<file path="config.mk">
export PLATFORM = sky130hd
export DESIGN_NAME = fbf_scanline_fetch
export DESIGN_NICKNAME = d
export VERILOG_FILES = /design/src/rtl/fbf_pkg.sv /design/src/rtl/fbf_watermark.sv /design/src/rtl/fbf_line_walker.sv /design/src/rtl/fbf_scanline_fetch.sv
export SDC_FILE = /design/constraint.sdc
export NUM_CORES = 1
export LEC_CHECK = 0
export ABC_AREA = 0
export BUFFER_PORTS_ARGS = -buffer_cell sky130_fd_sc_hd__buf_2
export CAP_MARGIN = 20
export CORE_AREA = 2 2 169 105
export CTS_CLUSTER_SIZE = 25
export DETAILED_ROUTE_END_ITERATION = 16
export DIE_AREA = 0 0 171 107
export HOLD_SLACK_MARGIN = 0.08
export SYNTH_ARGS = -nofsm -noshare
export SYNTH_HDL_FRONTEND = slang
export SYNTH_SLANG_ARGS = --single-unit
export TNS_END_PERCENT = 30
</file>
<file path="constraint.sdc">
create_clock -name clk -period 3.9 [get_ports clk]
set_input_delay 0.78 -clock clk [delete_from_list [all_inputs] [get_ports clk]]
set_output_delay 0.78 -clock clk [all_outputs]
set_load 0.01 [all_outputs]
</file>
<file path="src/rtl/fbf_pkg.sv">
package fbf_pkg;

    // Defaults shared by the top module and its checker
    localparam int unsigned FBF_ADDR_W     = 32;
    localparam int unsigned FBF_SPAN_W     = 16;
    localparam int unsigned FBF_LVL_W      = 8;
    localparam int unsigned FBF_BEAT_BYTES = 16;

    // Hysteresis state of the FIFO refill logic
    typedef enum logic [0:0] {
        FILL_HOLD = 1'b0,
        FILL_RUN  = 1'b1
    } fill_state_t;

    // Next fill decision from level and watermarks; stop wins over start
    function automatic fill_state_t fill_next(
        input fill_state_t cur,
        input logic        at_or_above_high,
        input logic        below_low
    );
        fill_state_t nxt;
        nxt = cur;
        if (at_or_above_high)
            nxt = FILL_HOLD;
        else if (below_low)
            nxt = FILL_RUN;
        return nxt;
    endfunction

endpackage

</file>
<file path="src/rtl/fbf_watermark.sv">
module fbf_watermark
    import fbf_pkg::*;
#(
    parameter int unsigned LVL_W = FBF_LVL_W
) (
    input  logic             clk,
    input  logic             rst,
    input  logic [LVL_W-1:0] level_i,
    input  logic [LVL_W-1:0] low_i,
    input  logic [LVL_W-1:0] high_i,
    output logic             fill_on_o
);

    fill_state_t state_q;
    logic        over_high;
    logic        under_low;

    assign over_high = (level_i >= high_i);
    assign under_low = (level_i <  low_i);

    always_ff @(posedge clk) begin
        if (rst)
            state_q <= FILL_HOLD;
        else
            state_q <= fill_next(state_q, over_high, under_low);
    end

    assign fill_on_o = (state_q == FILL_RUN);

endmodule

</file>
<file path="src/rtl/fbf_line_walker.sv">
module fbf_line_walker
    import fbf_pkg::*;
#(
    parameter int unsigned ADDR_W     = FBF_ADDR_W,
    parameter int unsigned SPAN_W     = FBF_SPAN_W,
    parameter int unsigned BEAT_BYTES = FBF_BEAT_BYTES
) (
    input  logic              clk,
    input  logic              rst,
    input  logic              frame_start_i,
    input  logic              line_start_i,
    input  logic [ADDR_W-1:0] frame_base_i,
    input  logic [SPAN_W-1:0] line_pitch_i,
    input  logic [SPAN_W-1:0] line_beats_i,
    input  logic              beat_done_i,
    output logic [ADDR_W-1:0] addr_o,
    output logic              line_open_o
);

    localparam logic [ADDR_W-1:0] STEP = ADDR_W'(BEAT_BYTES);

    typedef struct packed {
        logic [ADDR_W-1:0] base;
        logic [ADDR_W-1:0] addr;
        logic [SPAN_W-1:0] left;
    } cursor_t;

    cursor_t cur_q;
    cursor_t cur_d;
    logic [ADDR_W-1:0] next_base;

    assign next_base = cur_q.base + ADDR_W'(line_pitch_i);

    always_comb begin
        cur_d = cur_q;
        if (frame_start_i) begin
            cur_d.base = frame_base_i;
            cur_d.addr = frame_base_i;
            cur_d.left = line_beats_i;
        end else if (line_start_i) begin
            cur_d.base = next_base;
            cur_d.addr = next_base;
            cur_d.left = line_beats_i;
        end else if (beat_done_i) begin
            cur_d.addr = cur_q.addr + STEP;
            cur_d.left = cur_q.left - 1'b1;
        end
    end

    always_ff @(posedge clk) begin
        if (rst)
            cur_q <= '0;
        else
            cur_q <= cur_d;
    end

    assign addr_o      = cur_q.addr;
    assign line_open_o = (cur_q.left != '0);

endmodule

</file>
<file path="src/rtl/fbf_scanline_fetch.sv">
module fbf_scanline_fetch
    import fbf_pkg::*;
#(
    parameter int unsigned ADDR_W     = FBF_ADDR_W,
    parameter int unsigned SPAN_W     = FBF_SPAN_W,
    parameter int unsigned LVL_W      = FBF_LVL_W,
    parameter int unsigned BEAT_BYTES = FBF_BEAT_BYTES
) (
    input  logic              clk,
    input  logic              rst,
    input  logic              ctl_enable_i,
    input  logic [ADDR_W-1:0] frame_base_i,
    input  logic [SPAN_W-1:0] line_pitch_i,
    input  logic [SPAN_W-1:0] line_beats_i,
    input  logic [LVL_W-1:0]  fifo_low_i,
    input  logic [LVL_W-1:0]  fifo_high_i,
    input  logic [LVL_W-1:0]  fifo_level_i,
    input  logic              frame_start_i,
    input  logic              line_start_i,
    input  logic              req_ack_i,
    output logic              req_valid_o,
    output logic [ADDR_W-1:0] req_addr_o
);

    logic fill_on;
    logic line_open;
    logic beat_done;

    fbf_watermark #(
        .LVL_W (LVL_W)
    ) u_wmark (
        .clk       (clk),
        .rst       (rst),
        .level_i   (fifo_level_i),
        .low_i     (fifo_low_i),
        .high_i    (fifo_high_i),
        .fill_on_o (fill_on)
    );

    fbf_line_walker #(
        .ADDR_W     (ADDR_W),
        .SPAN_W     (SPAN_W),
        .BEAT_BYTES (BEAT_BYTES)
    ) u_walk (
        .clk           (clk),
        .rst           (rst),
        .frame_start_i (frame_start_i),
        .line_start_i  (line_start_i),
        .frame_base_i  (frame_base_i),
        .line_pitch_i  (line_pitch_i),
        .line_beats_i  (line_beats_i),
        .beat_done_i   (beat_done),
        .addr_o        (req_addr_o),
        .line_open_o   (line_open)
    );

    assign req_valid_o = ctl_enable_i & fill_on & line_open;
    assign beat_done   = req_valid_o & req_ack_i;

endmodule

</file>
# Yosys cells after proc, flatten, opt, wreduce, memory -nomap -nowiden
# Index checks and enable logic that the tools add are counted.
op_classes:
  n_addsub: 3
  order_cmp: 2
  n_mux: 4
  bitwise_logic: 3
  reduce_logical: 4
ops:
  columns: ["cell", "n"]
  rows:
  - ["two-way mux 48 bit", 2]
  - ["two-way mux 80 bit", 1]
  - ["adder 32 x 16 -> 32 bit", 1]
  - ["adder 32 x 5 -> 32 bit (second input constant)", 1]
  - ["two-way mux 32 bit", 1]
  - ["nonzero test 16 bit", 1]
  - ["subtractor 16 x 1 -> 16 bit (second input constant)", 1]
  - [">= comparator 8 bit", 1]
  - ["less-than comparator 8 bit", 1]
  - ["bitwise AND 1 bit", 3]
  - ["nonzero test 3 bit", 1]
  - ["nonzero test 2 bit", 1]
  - ["OR reduction 2 bit", 1]
word_totals:
  reg_bits: 81
  input_bits: 94
  out_inout_bits: 33

# Logic depth before layout (Yosys ltp)
# Gate-level depths: netlist of run 1.
depth:
  ltp_word: 6
  depth_mapped: 11
  ltp_nobuf: 10

# Modules after synthesis
# From an unflattened synthesis of run 1, not the netlist that was laid out.
unflattened:
  cells_unflattened: 765
  hier_area_um2: 6032.0
by_module_without_submodules:
  columns: ["module", "n_inst", "cells_per_inst", "area_per_inst_um2", "seq_area_each_um2"]
  rows:
  - ["fbf_line_walker", 1, 714, 5622.9, 1601.5]
  - ["fbf_watermark", 1, 49, 392.9, 20.0]
  - ["fbf_scanline_fetch", 1, 2, 16.3, 0.0]

# Worst setup path after synthesis of run 1
# OpenSTA, ideal clock, no wires.
synth_path:
  path_kind: "input port to flip-flop"
  from: "in line_pitch_i[0]"
  to: "reg u_walk.cur_q, in the netlist u_walk.addr_o[16]"
  arrival_ns: 2.826
  required_ns: 3.842
  setup_slack_ns: 1.016
  path_stages: 11
  path_buffers: 1
  path_cell_list: "ha_1 fa_1 a21oi_1 o21ai_0 nand4_1 a21oi_1 or2_0 buf_2 o31a_1 a21oi_1 o21a_1"
synth_via:
  elab_chain_len: 3
synth_rtl:
  columns: ["element", "line", "text"]
  rows:
  - ["start: declaration", "fbf_scanline_fetch.sv:13", "input logic [SPAN_W-1:0] line_pitch_i,"]
  - ["adder 32 x 16 -> 32 bit", "fbf_line_walker.sv:32", "assign next_base = cur_q.base + ADDR_W'(line_pitch_i);"]
  - ["two-way mux 48 bit", "fbf_line_walker.sv:40", "end else if (line_start_i) begin"]
  - ["two-way mux 80 bit", "fbf_line_walker.sv:36", "if (frame_start_i) begin"]
  - ["end signal: assignment", "fbf_line_walker.sv:54", "cur_q <= cur_d;"]
  - ["end: declaration", "fbf_line_walker.sv:28", "cursor_t cur_q;"]
# No other way between the ends.
# A chain may end at the register's enable or synchronous reset.

# Worst setup path after layout of run 1
# Same ends and word-level chain as after synthesis.

==> results.yml, run 1 <==
outcome:
  run_status: "finished clean"
floorplanning:
  die-area_mm2: 0.0183
  start_util_pct: 34.4
  coreArea_mm2: 0.0168
  row_count: 37
  fp.dieH_um: 107
  io_pins: 127
  die_w_um: 171
run:
  cap_violations: 0
grt:
  antenna_found_initial: 0
  grt_pass1_vias: 5328
  grt_overflow: 0
  grt_pass1_wl_um: 28500
  gr-usage-all-layers_pct: 20.0
  grt_start_max_net_pins: 66
sta:
  hold_viol: 0
  setup_viol: 0
  slew_violations: 0
  skew_ps: 7.94
  rsz0062_at_grt: "no"
  timing.final.crit_period_ps: 3180
  max-slew-margin-rel_pct: 51.9
  finalWorstSetupSlack_ps: 715
  tightestPinTransition_ps: 722
  fin_crit_sh_pct: 81.7
  final.setup.tns_ps: 0
  clock.fmax_mhz: 314
clock_tree:
  cts_tree: "built"
  clockBufferDepth: 2
  clock-sinks: 81
  cts-resized-gates: 0
  cts_root_buf: "clkbuf_16"
  h-tree-depth: 3
  ctsHoldBuffers: 0
  post_cts_buffers: 0
  cts_inserted_buffers: 9
  cts.clk_slew.worst_paths_ps: 60
  insertion_delay_ps: 340
route:
  drt_first_pass_iters: 5
  wire_per_inst_um: 17.0
  final_antenna_net_count: 0
  wl_um: 18100
  drc_errors: 0
  drt_iter0_markers: 547
  viasPerCell: 5.41
  vias: 5752
yosys:
  syn-num-nets: 874
  syn_area_per_cell_um2: 7.73
  netlist_instances: 745
  yosysWarnings: 0
  synthFlopType: "dfxtp_1"
  syn_area_mm2: 0.00576
  async_flop_share_pct: 0
  synth_seq_cells: 81
  synth_edf_count: 0
  ys_seq_area_share_pct: 28.2
  synth.distinct_cells: 62
hold_path:
  min_from: "u_walk.addr_o[0]$_SDFFE_PP0P_"
  hold_depth: 2
  hold_class: "register to register"
  hold_path_end: "u_walk.addr_o[0]$_SDFFE_PP0P_"
layout:
  drive_gt1_share_pct: 19.3
  stdcell_count: 1063
  nNetsFinal: 954
  area.growth.synth_to_final_pct: 16.9
  diodes: 0
pwr:
  cellLeakagePower_nw: 2.96
  vdd_ir_drop_max_v: 0.000184
  power_density_mw_per_mm2: 363
setup_path:
  cp-start-kind: "primary input"
  worstSetupPathType: "primary input to register"
  timing.rr.start: "u_walk.cur_q[48]$_SDFFE_PP0P_"
  r2r_slack_ps: 900
  cp_max_fo: 8
  r2r_cells: 10
  cp-end-kind: "register"
  crit_required_ps: 4130
  arrival_ps: 3420
  r2r-end: "u_walk.addr_o[16]$_SDFFE_PP0P_"
placement:
  gp_congestion: 0.883
  dp_cells: 1048
  post-place-ws_ps: 395
  dp_hpwl_um: 13900
  port_buffers: 126
## area by class of cell
class	instances	area [um^2]
Multi-Input combinational cell	565	3650
Timing Repair Buffer	138	721
Clock buffer	13	270
Fill cell	1755	10000
Clock inverter	2	60.1
Inverter	30	113
Tap cell	234	293
Sequential cell	81	1620
## how the worst max path moves through the flow
stage	end	startpoint	slack [ps]
after global placement	u_walk.cur_q[76]$_SDFFE_PP0P_	line_pitch_i[0]	510
after CTS	u_walk.cur_q[76]$_SDFFE_PP0P_	line_pitch_i[0]	770
after global routing	u_walk.cur_q[76]$_SDFFE_PP0P_	line_pitch_i[0]	510
final	u_walk.addr_o[16]$_SDFFE_PP0P_	line_pitch_i[0]	720
after detailed placement	u_walk.cur_q[76]$_SDFFE_PP0P_	line_pitch_i[0]	400
after floorplan	u_walk.addr_o[16]$_SDFFE_PP0P_	line_pitch_i[0]	1020
## cells by family after synthesis
| group | Yosys count | synth area share [%] |
|---|---|---|
| buf+inv | 99 | 8.67 |
| compound gates | 226 | 25.9 |
| mux | 5 | 0.869 |
| xor+xnor | 53 | 8.06 |
| flops | 81 | 28.2 |
| fa+ha+maj | 35 | 7.74 |
| simple gates | 246 | 20.6 |
## per-stage QoR
step / util, % / hold WS [ps] / power (W) / cell area [um^2]
global placement: 38.2 / 446 / 0.00148 / 6400
global route: 40.2 / 471 / 0.00256 / 6730
CTS: 40.2 / 458 / 0.00246 / 6730
finish: 40.2 / 456 / 0.00244 / 6730
floorplan: - / 436 / 0.00132 / 5760
detailed placement: 38.2 / 449 / 0.00148 / 6400
## layer usage
| metal | share of wire [%] | routed length [um] | vias up | global-route usage (%) |
|---|---|---|---|---|
| met4 | 1.2 | 216 | 0 | 4.24 |
| met3 | 7.5 | 1360 | 17 | 3.84 |
| met5 | 0 | 0 | - | 0 |
| met2 | 39 | 6990 | 203 | 27.8 |
| met1 | 53 | 9490 | 2691 | 31.2 |
| li1 | - | - | 2841 | - |
## flip-flops by register name, indices dropped and copies added (netlist names)
register,flops
u_walk.addr_o,32
u_wmark.fill_on_o,1
u_walk.cur_q,48
## critical path: stages
cell	delay (ps)
buf_2	80
ha_1	220
fa_1	240
a21oi_1	90
o21ai_0	350
nand4_1	210
a21oi_1	450
or2_0	460
o31a_1	270
a21oi_1	80
o21a_1	190
## where the power goes
group	internal (W)	switching, W	leakage (nW)	total [W]
registers	0.000888	0.0000635	0.670	0.000952
logic	0.000222	0.000293	2.13	0.000515
clock network	0.000611	0.000364	0.162	0.000975
## synth_stat cells (3+ instances only)
master	count	share of area, %
inv_1	29	1.9
and4_1	4	0.61
a221o_1	3	0.52
a31oi_1	14	1.5
clkbuf_1	31	2.0
o31ai_1	3	0.39
a222oi_1	6	1.0
nor2_1	62	4.0
and3_1	21	2.3
dfxtp_1	81	28
buf_2	3	0.26
a211oi_1	28	3.7
mux2i_1	5	0.87
o21a_1	7	0.91
a21boi_0	3	0.39
xnor2_1	31	4.7
a311oi_1	6	0.91
nand2_1	75	4.9
o21bai_1	3	0.39
a22oi_1	7	0.91
buf_4	33	4.3
or3_1	7	0.76
nor4_1	3	0.33
a221oi_1	7	1.1
xor2_1	22	3.3
o2111ai_1	3	0.46
o22ai_1	4	0.43
and2_1	9	0.98
o21ai_0	33	2.9
ha_1	34	7.4
nand4_1	10	1.1
nand3_1	22	1.9
a21oi_1	62	5.4
a21o_1	21	2.7
nor3_1	19	1.7
## cells in the final DEF, fill, tap and decap left out, drive strengths merged, types with 7 or more instances in the layout
cell type  instances
nand3             22
nor3              20
a21o              21
dfxtp             81
o21ai             35
clkbuf            13
nand4             10
inv               29
a211oi            28
nor2              63
a21oi             62
a221oi             7
a22oi              7
and3              21
and2               9
nand2             75
a31oi             14
xor2              22
or3                7
o21a               7
buf              138
ha                34
xnor2             31
No activity file was read; power rests on OpenSTA's default activity.
==> run 2: changes to the inputs <==
Clock period 3.9 ns to 3 ns, I/O delays scaled along.
==> results.yml, run 2 (synthesis results as in run 1) <==
outcome:
  run_status: "finished clean"
setup_path:
  worst_path_max_delay_cell: "fa_1"
  crit_start: "line_pitch_i[0]"
  path_depth: 12
  cpPeakStageDelay_ps: 420
  timing.rr.start: "u_walk.cur_q[48]$_SDFFE_PP0P_"
  crit_required_ps: 3270
  path_cells: "buf_2 -> ha_1 -> fa_1 -> a21oi_1 -> o21ai_0 -> nand4_1 -> a21oi_1 -> or2_0 -> buf_4 -> and3_1 -> xnor2_1 -> a31oi_1"
  cp_max_fo: 6
  cp-start-kind: "primary input"
  cp_common_cell: "a21oi_1"
  cp_num_buf_inv: 2
  endpoint: "u_walk.addr_o[30]$_SDFFE_PP0P_"
  r2r_slack_ps: 440
  cp-end-kind: "register"
  critPathTopFamily: "adder cells"
  worstSetupPathType: "primary input to register"
  r2r_cells: 11
  r2r-end: "u_walk.addr_o[30]$_SDFFE_PP0P_"
  arrival_ps: 2880
route:
  vias: 5921
  wl_um: 18300
  drt_iter0_markers: 503
  viasPerCell: 5.46
  drc_errors: 0
  wire_per_inst_um: 16.9
  drt_first_pass_iters: 5
  final_antenna_net_count: 0
clock_tree:
  cts_inserted_buffers: 9
  clock-sinks: 81
  clockBufferDepth: 2
  post_cts_buffers: 0
  cts-resized-gates: 0
  cts_tree: "built"
  h-tree-depth: 3
  ctsHoldBuffers: 0
  cts_root_buf: "clkbuf_16"
  cts.clk_slew.worst_paths_ps: 70
  insertion_delay_ps: 340
sta:
  rsz0062_at_grt: "no"
  timing.final.crit_period_ps: 2610
  holdWs_ps: 459
  max-slew-margin-rel_pct: 64.9
  clock.fmax_mhz: 383
  finalWorstSetupSlack_ps: 388
  skew_ps: 9.83
  tightestPinTransition_ps: 522
  final.setup.tns_ps: 0
  slew_violations: 0
  setup_viol: 0
  fin_crit_sh_pct: 87.1
  hold_viol: 0
layout:
  largest_reg_flops: 48
  final_cell_mix: "126 x buf_2, 81 x dfxtp_1, 75 x nand2_1"
  stdcell_count: 1084
  largest_register: "u_walk.cur_q"
  drive_gt1_share_pct: 21.2
  final_common_cell: "buf_2"
  area.growth.synth_to_final_pct: 19.4
  nNetsFinal: 976
  diodes: 0
floorplanning:
  row_count: 37
  start_util_pct: 34.4
  coreArea_mm2: 0.0168
  fp.dieH_um: 107
  io_pins: 127
  die_w_um: 171
  die-area_mm2: 0.0183
placement:
  dp_hpwl_um: 14200
  dp_cells: 1070
  gp_congestion: 0.893
  port_buffers: 126
  post-place-ws_ps: 49.1
pwr:
  p_total_w: 0.00313
  power_density_mw_per_mm2: 456
  vdd_ir_drop_max_v: 0.000220
  cellLeakagePower_nw: 3.05
hold_path:
  hold_class: "register to register"
grt:
  top_usage_layer: "met1"
  met3_usage_pct: 4.50
  grt_overflow: 0
  gr-usage-all-layers_pct: 20.2
  grt_pass1_vias: 5435
  grt_start_max_net_pins: 66
  use_met1_pct: 32.2
  antenna_found_initial: 0
  met2_usage_pct: 27.3
  grt_pass1_wl_um: 29100
run:
  cap_violations: 0
run 2: cell types whose count changed in the layout (fill, tap and decap cells not counted):
cell	change
clkbuf_1	+1
clkinvlp_4	+1
buf_4	+21
clkbuf_8	-3
buf_12	+1
run 2: cell type report:
cell class,count,area [um^2]
clock inverter,3,67.6
sequential,81,1620
timing repair buffer,160,898
multi-input combinational,565,3650
clock buffer,11,233
inverter,30,113
tap,234,293
fill,1749,9880
run 2: metrics by stage:
stage          area [um^2]  util, %
6_report              6880     41.0
5_1_grt               6880     41.0
4_1_cts               6880     41.0
3_5_place_dp          6580     39.2
3_3_place_gp          6580     39.2
2_1_floorplan         5760        -
run 2: how the worst min path moves through the flow:
stage | from | to | slack, ps | cells past startpoint
after global placement | u_walk.addr_o[1]$_SDFFE_PP0P_ | u_walk.addr_o[1]$_SDFFE_PP0P_ | 450 | 2
after global routing | u_walk.addr_o[0]$_SDFFE_PP0P_ | u_walk.addr_o[0]$_SDFFE_PP0P_ | 490 | 2
after floorplan | u_walk.addr_o[0]$_SDFFE_PP0P_ | u_walk.addr_o[0]$_SDFFE_PP0P_ | 440 | 2
after detailed placement | u_walk.addr_o[2]$_SDFFE_PP0P_ | u_walk.addr_o[2]$_SDFFE_PP0P_ | 450 | 2
after CTS | u_walk.addr_o[2]$_SDFFE_PP0P_ | u_walk.addr_o[2]$_SDFFE_PP0P_ | 460 | 2
final | u_walk.addr_o[2]$_SDFFE_PP0P_ | u_walk.addr_o[2]$_SDFFE_PP0P_ | 460 | 2
run 2: worst reg2reg max path, stage by stage (launching register included):
cell     delay [ps]
dfxtp_1         310
ha_1            230
fa_1            420
a21oi_1         190
o21ai_0         160
nand4_1         180
a21oi_1         120
or2_0           260
buf_4           170
and3_1          170
xnor2_1         110
a31oi_1         160
run 2: report_power, final:
part | total (W) | switching, W | internal (W)
clock | 0.00119 | 0.000468 | 0.000722
sequential | 0.00124 | 0.0000836 | 0.00115
combinational | 0.000705 | 0.000389 | 0.000316
total | 0.00313 | 0.000941 | 0.00219
run 2: layer usage:
metal | vias to the layer above | part of all wire (%)
met5 | - | 0
met4 | 0 | 0.79
met3 | 16 | 8.2
met2 | 238 | 39
met1 | 2779 | 52
li1 | 2888 | -
